<file path="src/rtl/rll17_pkg.sv">
package rll17_pkg;
  localparam int unsigned DATA_W = 2;
  localparam int unsigned SYM_W  = 3;

  typedef struct packed {
    logic pdown;
    logic dc_erase;
    logic inv;
    logic pc_off;
    logic enc_bypass;
  } cfg_t;

  localparam int unsigned CFG_W = $bits(cfg_t);

  function automatic logic [SYM_W-1:0] map_direct(input logic [DATA_W-1:0] p);
    case (p)
      2'b00:   return 3'b101;
      2'b01:   return 3'b100;
      2'b10:   return 3'b001;
      default: return 3'b010;
    endcase
  endfunction

  // leading triplet of a substituted pair; trailing triplet is all zero
  function automatic logic [SYM_W-1:0] map_sub(input logic [2*DATA_W-1:0] pn);
    case (pn)
      4'b0000: return 3'b101;
      4'b0001: return 3'b100;
      4'b1000: return 3'b001;
      default: return 3'b010;
    endcase
  endfunction

  function automatic logic needs_sub(input logic p_lsb, input logic n_msb);
    return !p_lsb && !n_msb;
  endfunction
endpackage

</file>
<file path="src/rtl/rll17_encoder.sv">
module rll17_encoder import rll17_pkg::*; (
  input  logic              clk_i,
  input  logic              rst_ni,
  input  logic              adv_i,
  input  logic              bypass_i,
  input  logic [DATA_W-1:0] data_i,
  output logic [SYM_W-1:0]  sym_o
);
  logic [DATA_W-1:0] hold_q;
  logic              valid_q;
  logic              pend_q;
  logic              sub_now;

  always_comb begin
    sub_now = 1'b0;
    if (!valid_q) begin
      sym_o = '0;
    end else if (bypass_i) begin
      sym_o = {hold_q, {(SYM_W-DATA_W){1'b0}}};
    end else if (pend_q) begin
      sym_o = '0;
    end else if (needs_sub(hold_q[0], data_i[DATA_W-1])) begin
      sym_o   = map_sub({hold_q, data_i});
      sub_now = 1'b1;
    end else begin
      sym_o = map_direct(hold_q);
    end
  end

  always_ff @(posedge clk_i or negedge rst_ni) begin
    if (!rst_ni) begin
      hold_q  <= '0;
      valid_q <= 1'b0;
      pend_q  <= 1'b0;
    end else if (adv_i) begin
      hold_q  <= data_i;
      valid_q <= 1'b1;
      pend_q  <= sub_now;
    end
  end

  // every triplet loaded while encoding keeps 1s apart
  a_r4_sym_spacing: assert property (@(posedge clk_i) disable iff (!rst_ni)
    adv_i && !bypass_i |-> !(sym_o[2] && sym_o[1]) && !(sym_o[1] && sym_o[0]));
endmodule

</file>
<file path="src/rtl/rll17_serializer.sv">
module rll17_serializer #(
  parameter int unsigned SYM_W   = 3,
  parameter int unsigned PC_SPAN = 2
) (
  input  logic             clk_i,
  input  logic             rst_ni,
  input  logic             run_i,
  input  logic [SYM_W-1:0] sym_i,
  output logic             slot_o,
  output logic             bit_before_o,
  output logic             bit_now_o,
  output logic             bit_after_o
);
  localparam int unsigned WIN_W = 2*PC_SPAN + 1;
  localparam int unsigned PH_W  = $clog2(SYM_W);

  logic [PH_W-1:0]  ph_q;
  logic [SYM_W-1:0] sh_q;
  logic [WIN_W-1:0] win_q;   // bit 0 newest

  assign slot_o = (ph_q == '0);

  always_ff @(posedge clk_i or negedge rst_ni) begin
    if (!rst_ni) begin
      ph_q  <= '0;
      sh_q  <= '0;
      win_q <= '0;
    end else if (run_i) begin
      ph_q  <= (ph_q == PH_W'(SYM_W-1)) ? '0 : ph_q + 1'b1;
      sh_q  <= slot_o ? sym_i : (sh_q << 1);
      win_q <= {win_q[WIN_W-2:0], sh_q[SYM_W-1]};
    end
  end

  assign bit_after_o  = win_q[0];
  assign bit_now_o    = win_q[PC_SPAN];
  assign bit_before_o = win_q[WIN_W-1];

  // nothing moves while powered down
  a_r11_ser_hold: assert property (@(posedge clk_i) disable iff (!rst_ni)
    !run_i |=> $stable(sh_q) && $stable(win_q) && $stable(ph_q));
endmodule

</file>
<file path="src/rtl/rll17_precomp.sv">
module rll17_precomp (
  input  logic clk_i,
  input  logic rst_ni,
  input  logic run_i,
  input  logic pc_off_i,
  input  logic erase_i,
  input  logic inv_i,
  input  logic bit_before_i,
  input  logic bit_now_i,
  input  logic bit_after_i,
  output logic code_o,
  output logic early_o,
  output logic late_o
);
  logic code_q, early_q, late_q;
  logic flag_en;

  assign flag_en = !pc_off_i && !erase_i && bit_now_i;

  always_ff @(posedge clk_i or negedge rst_ni) begin
    if (!rst_ni) begin
      code_q  <= 1'b0;
      early_q <= 1'b0;
      late_q  <= 1'b0;
    end else if (run_i) begin
      code_q  <= erase_i ? 1'b0 : (code_q ^ bit_now_i);
      early_q <= flag_en && !bit_before_i && bit_after_i;
      late_q  <= flag_en && bit_before_i && !bit_after_i;
    end
  end

  assign code_o  = code_q ^ inv_i;
  assign early_o = early_q;
  assign late_o  = late_q;

  // a flag only accompanies a written transition
  a_r8_flag_on_edge: assert property (@(posedge clk_i) disable iff (!rst_ni)
    (early_q || late_q) |-> code_q != $past(code_q));
  a_r9_pc_off_quiet: assert property (@(posedge clk_i) disable iff (!rst_ni)
    pc_off_i && run_i |=> !early_q && !late_q);
  a_r10_erase_flat: assert property (@(posedge clk_i) disable iff (!rst_ni)
    erase_i && run_i |=> !code_q && !early_q && !late_q);
  a_r11_out_hold: assert property (@(posedge clk_i) disable iff (!rst_ni)
    !run_i |=> $stable(code_q) && $stable(early_q) && $stable(late_q));
endmodule

</file>
<file path="src/rtl/rll17_wr_endec.sv">
module rll17_wr_endec import rll17_pkg::*; #(
  parameter int unsigned PC_SPAN = 2
) (
  input  logic              clk_i,
  input  logic              rst_ni,
  input  logic              cfg_we_i,
  input  logic [CFG_W-1:0]  cfg_wdata_i,
  input  logic [DATA_W-1:0] data_i,
  output logic              word_take_o,
  output logic              code_o,
  output logic              early_o,
  output logic              late_o
);
  cfg_t             cfg_q;
  logic [SYM_W-1:0] sym;
  logic             slot, run;
  logic             b_before, b_now, b_after;

  always_ff @(posedge clk_i or negedge rst_ni) begin
    if (!rst_ni)       cfg_q <= '0;
    else if (cfg_we_i) cfg_q <= cfg_t'(cfg_wdata_i);
  end

  assign run         = !cfg_q.pdown;
  assign word_take_o = slot && run;

  rll17_encoder u_enc (
    .clk_i    (clk_i),
    .rst_ni   (rst_ni),
    .adv_i    (word_take_o),
    .bypass_i (cfg_q.enc_bypass),
    .data_i   (data_i),
    .sym_o    (sym)
  );

  rll17_serializer #(.SYM_W(SYM_W), .PC_SPAN(PC_SPAN)) u_ser (
    .clk_i        (clk_i),
    .rst_ni       (rst_ni),
    .run_i        (run),
    .sym_i        (sym),
    .slot_o       (slot),
    .bit_before_o (b_before),
    .bit_now_o    (b_now),
    .bit_after_o  (b_after)
  );

  rll17_precomp u_pc (
    .clk_i        (clk_i),
    .rst_ni       (rst_ni),
    .run_i        (run),
    .pc_off_i     (cfg_q.pc_off),
    .erase_i      (cfg_q.dc_erase),
    .inv_i        (cfg_q.inv),
    .bit_before_i (b_before),
    .bit_now_i    (b_now),
    .bit_after_i  (b_after),
    .code_o       (code_o),
    .early_o      (early_o),
    .late_o       (late_o)
  );

  // takes never come back to back
  a_r1_take_gap: assert property (@(posedge clk_i) disable iff (!rst_ni)
    word_take_o |=> !word_take_o);
endmodule

</file>
<file path="config.mk">
export PLATFORM = sky130hd
export DESIGN_NAME = rll17_wr_endec
export DESIGN_NICKNAME = d
export VERILOG_FILES = /design/src/rtl/rll17_pkg.sv /design/src/rtl/rll17_encoder.sv /design/src/rtl/rll17_serializer.sv /design/src/rtl/rll17_precomp.sv /design/src/rtl/rll17_wr_endec.sv
export SDC_FILE = /design/constraint.sdc
export NUM_CORES = 1
export LEC_CHECK = 0
export BUFFER_PORTS_ARGS = -buffer_cell sky130_fd_sc_hd__buf_2
export CAP_MARGIN = 20
export CORE_MARGIN = 2
export CORE_UTILIZATION = 53
export CTS_CLUSTER_DIAMETER = 80
export CTS_CLUSTER_SIZE = 30
export DETAILED_ROUTE_END_ITERATION = 10
export PLACE_DENSITY = 0.75
export SETUP_SLACK_MARGIN = 0.5
export SLEW_MARGIN = 20
export SYNTH_ARGS = -nofsm -noshare
export SYNTH_HDL_FRONTEND = slang
export SYNTH_SLANG_ARGS = --single-unit
</file>
<file path="constraint.sdc">
create_clock -name clk_i -period 1.2 [get_ports clk_i]
set_input_delay 0.06 -clock clk_i [delete_from_list [all_inputs] [get_ports clk_i]]
set_output_delay 0.06 -clock clk_i [all_outputs]
set_load 0.1 [all_outputs]
</file>
==> out/summary.md <==
The most repeated cell in the gate-level netlist after synthesis is sky130_fd_sc_hd__dfrtp_1. The Yosys step of the flow raised 0 warnings. The data arrival at the endpoint of the critical path is 1250 ps, and the worst reg-to-reg path cell count is 5. The clock transition at the registers of the reported paths is 120 ps, and the total power per unit cell area is 2310 nW/um2. The first global-routing pass estimated 3.13 mm of wire. The fraction of registers with async set/reset is 100%, and the area of the die is 2120 um2. The tools report the static power due to leakage as 0.000588 uW. The wire length per cell after detailed routing is 15.5 um, and the number of distinct library cells after synthesis is 23. After global routing the overflow that remains totals 0. The critical path starts at cfg_q[4]$_DFFE_PN0P_.

Based on the critical path, the design can be clocked at up to 761 MHz. Startpoint of the most critical register-to-register path: cfg_q[4]$_DFFE_PN0P_. The endpoint kind of the worst setup timing path was a primary output. After synthesis the cells add up to 935 um2.

Dividing the synthesized area by the synthesized cell count gives 12.5 um2. Via count: 684. The initial antenna violation count was 0; the number of iterations in the first detailed-routing pass was 4. When the netlist entered floorplanning its net count stood at 85. The tools report the count of hold buffers inserted by post-cts repair as 1. TritonCTS built the clock tree. Synthesis inferred 22 register bits. The run gives 0 as the final count of pins violating max slew. At the end of routability-driven placement, the weighted congestion stood at 0.748. The y dimension of the die was 46.0 um.

In this run, synthesis inferred 0 flip-flops with an integrated enable. At the end of the flow, the number of nets in the layout was 113. Once detail routing completed, the nets flagged for antenna violations numbered 0. From left edge to right edge, the die measures 46.0 um. Synthesis produced a netlist whose cell count is 75. The endpoint identified for the worst register-to-register timing path is u_pc.code_q$_DFFE_PN0N_.

For the number of buffers inserted during clock tree synthesis, the log shows 3. The tools report the global routing usage summed across all routing layers as 21.9%. After floorplanning, the core was divided into 15 placement rows. After synthesis, the cell types taking the most area are sky130_fd_sc_hd__dfrtp_1 59%, sky130_fd_sc_hd__mux2_2 13%, sky130_fd_sc_hd__nand2_1 2.4%. STA classifies the critical path startpoint as a flip-flop. Dividing the detail-routed via count by the number of cells gives 5.75. Setup repair after global routing could not meet its margin everywhere.

The utilization after layout came out at 77.1%. The repair_antennas step left the layout with diodes totalling 0. Of all nets on the critical path, the largest fanout is 2.

The post-route netlist has 54.9% of its cells at a drive strength greater than 1. Of the post-synthesis cell area, the dominant cell type holds 58.9%. The final period demand of the worst path was 1310 ps. The commonest cells after synthesis are 22 x sky130_fd_sc_hd__dfrtp_1, 11 x sky130_fd_sc_hd__mux2_2, 6 x sky130_fd_sc_hd__nand2_1.

The run gives 6 as the number of failing hold endpoints at the final stage. In the finished design, the share of the clock period the worst path needs comes to 109%. The final reports fail on negative hold slack, negative setup slack.

Post-route worst setup slack: -113 ps. For this run, the leading register cell type out of synthesis is sky130_fd_sc_hd__dfrtp_1. Starting utilization of the core area: 55.3%. Deepest clock path buffer count: 2. The first-iteration detailed-routing DRC count was 3. After detailed routing, the number of remaining DRC violations is 0. The core region is 1690 um2.

The critical path required time is 1140 ps. The tools report the cell at the root of the clock tree as sky130_fd_sc_hd__clkbuf_4. Clock latency on the worst-skew pair, taken at its later pin, is 310 ps. Relative to the synthesized area, the layout overhead comes to 39.4%. The total setup violations reported at the end of the flow is 11. The run gives 703 as the via count of the first global-routing pass. The logs give 1 for the CTS H-tree depth and 8.80 ps for the clock tree skew after final layout.

The transition time at the pin with the least slew margin was 299 ps. The synthesized design spends more area on one cell type than any other, namely sky130_fd_sc_hd__dfrtp_1. Last element of the critical path: word_take_o. The flow ran to the end, but the final reports show violations.

During I/O placement, the number of pins put on the boundary was 14. Across all register-to-register paths, the minimum setup slack is -90 ps. Before CTS, the worst setup slack after placement is -7.47 ps. The run gives 80.1% as the worst-case headroom to the max-slew limit. During placement, the flow inserted port buffers numbering 13.

In this run the worst hold path is classified as in2reg. The pin count of the biggest net entering global routing was 23; the number of clock sinks was 22. Across the run, the number of max-cap violations was 0.

The tools report the worst hold slack across all endpoints as -30.4 ps. The setup path with the least slack is of type reg2out. The routed design has 1.84 mm of wire. The logs give 1.11 mm for the half-perimeter wire length of the detailed placement result and 58.9% for the sequential area share after synthesis.

The peak supply drop is 0.00134 V.
==> metal layers <==
layer | GRT usage (%) | part of all wire, %
met1 | 28.0 | 42
met2 | 34.2 | 50
met3 | 4.76 | 4.1
met4 | 12.0 | 3.3
met5 | 0 | 0
==> how the worst min path moves through the flow <==
| stage | start | to | depth (start not counted) |
|---|---|---|---|
| finish | cfg_wdata_i[1] | cfg_q[1]$_DFFE_PN0P_ | 2 |
| global route | cfg_wdata_i[2] | cfg_q[2]$_DFFE_PN0P_ | 2 |
| CTS | data_i[1] | u_enc.pend_q$_DFFE_PN0P_ | 2 |
| detailed placement | rst_ni | u_pc.late_o$_DFFE_PN0N_ | 1 |
| global placement | rst_ni | u_pc.late_o$_DFFE_PN0N_ | 1 |
| floorplan | rst_ni | cfg_q[0]$_DFFE_PN0P_ | 0 |
==> placed cells by master (no fill, tap or decap), drive strengths merged <==
cell type	n
mux2	11
xor2	1
o32ai	1
nor2	1
dlygate4sd3	1
clkbuf	5
nor2b	3
a32o	2
nand2b	2
dfrtp	22
a21oi	4
a21o	1
nor3b	2
nand3	1
inv	3
or2	2
o31ai	1
o21ai	4
buf	23
and2	2
o221ai	1
nor3	3
nand2	6
==> stage by stage <==
| step | cell area, um2 | cells | total power, uW | TNS [ps] |
|---|---|---|---|---|
| floorplan | 978 | 75 | 1990 | -3720 |
| global placement | 1100 | 107 | 2290 | 0 |
| detailed placement | 1100 | 107 | 2330 | -11.1 |
| CTS | 1260 | 118 | 2890 | -435 |
| global route | 1300 | 119 | 3170 | -1070 |
| finish | 1300 | 119 | 3000 | -633 |
==> kinds of logic (layout without fill, tap and decap cells) <==
family / Yosys count / in the layout / share of synthesized area (%)
AND/OR/NAND/NOR: 22 / 22 / 14.6
multiplexers: 11 / 11 / 13.3
buffers and inverters: 5 / 32 / 2.28
AO/OA/AOI/OAI: 14 / 14 / 10.0
XOR/XNOR: 1 / 1 / 0.937
flip-flops: 22 / 22 / 58.9
==> power by group <==
part           switching, uW  internal, uW
Sequential               247           995
Clock                    218           130
Combinational            711           704
Total                   1180          1830
==> sequential cells by signal, indices dropped and copies added (netlist names) <==
register       count
u_enc.valid_q      1
u_pc.late_o        1
u_ser.win_q        5
u_enc.hold_q       2
u_pc.early_o       1
u_enc.pend_q       1
u_ser.sh_q         3
u_pc.code_q        1
u_ser.ph_q         2
cfg_q              5
==> final cells by class <==
cell class	count	area, um2
clock buffer	4	26.3
fill	96	387
inverter	3	11.3
multi-input combinational	48	447
sequential	22	562
tap	17	21.3
timing repair buffer	25	235
==> timing repair <==
item,4_1_cts,5_1_grt
pin swaps,5,5
hold endpoints to repair,29,6
buffers inserted,6,1
endpoints found under the setup margin,26,30
resized for setup,20,10
==> worst max-delay path, stage by stage (launching register included) <==
cell	delay (ps)
sky130_fd_sc_hd__dfrtp_1	430
sky130_fd_sc_hd__nor3_4	220
sky130_fd_sc_hd__buf_6	140
sky130_fd_sc_hd__buf_12	160
Note: power is estimated with default switching activity, not from simulation.
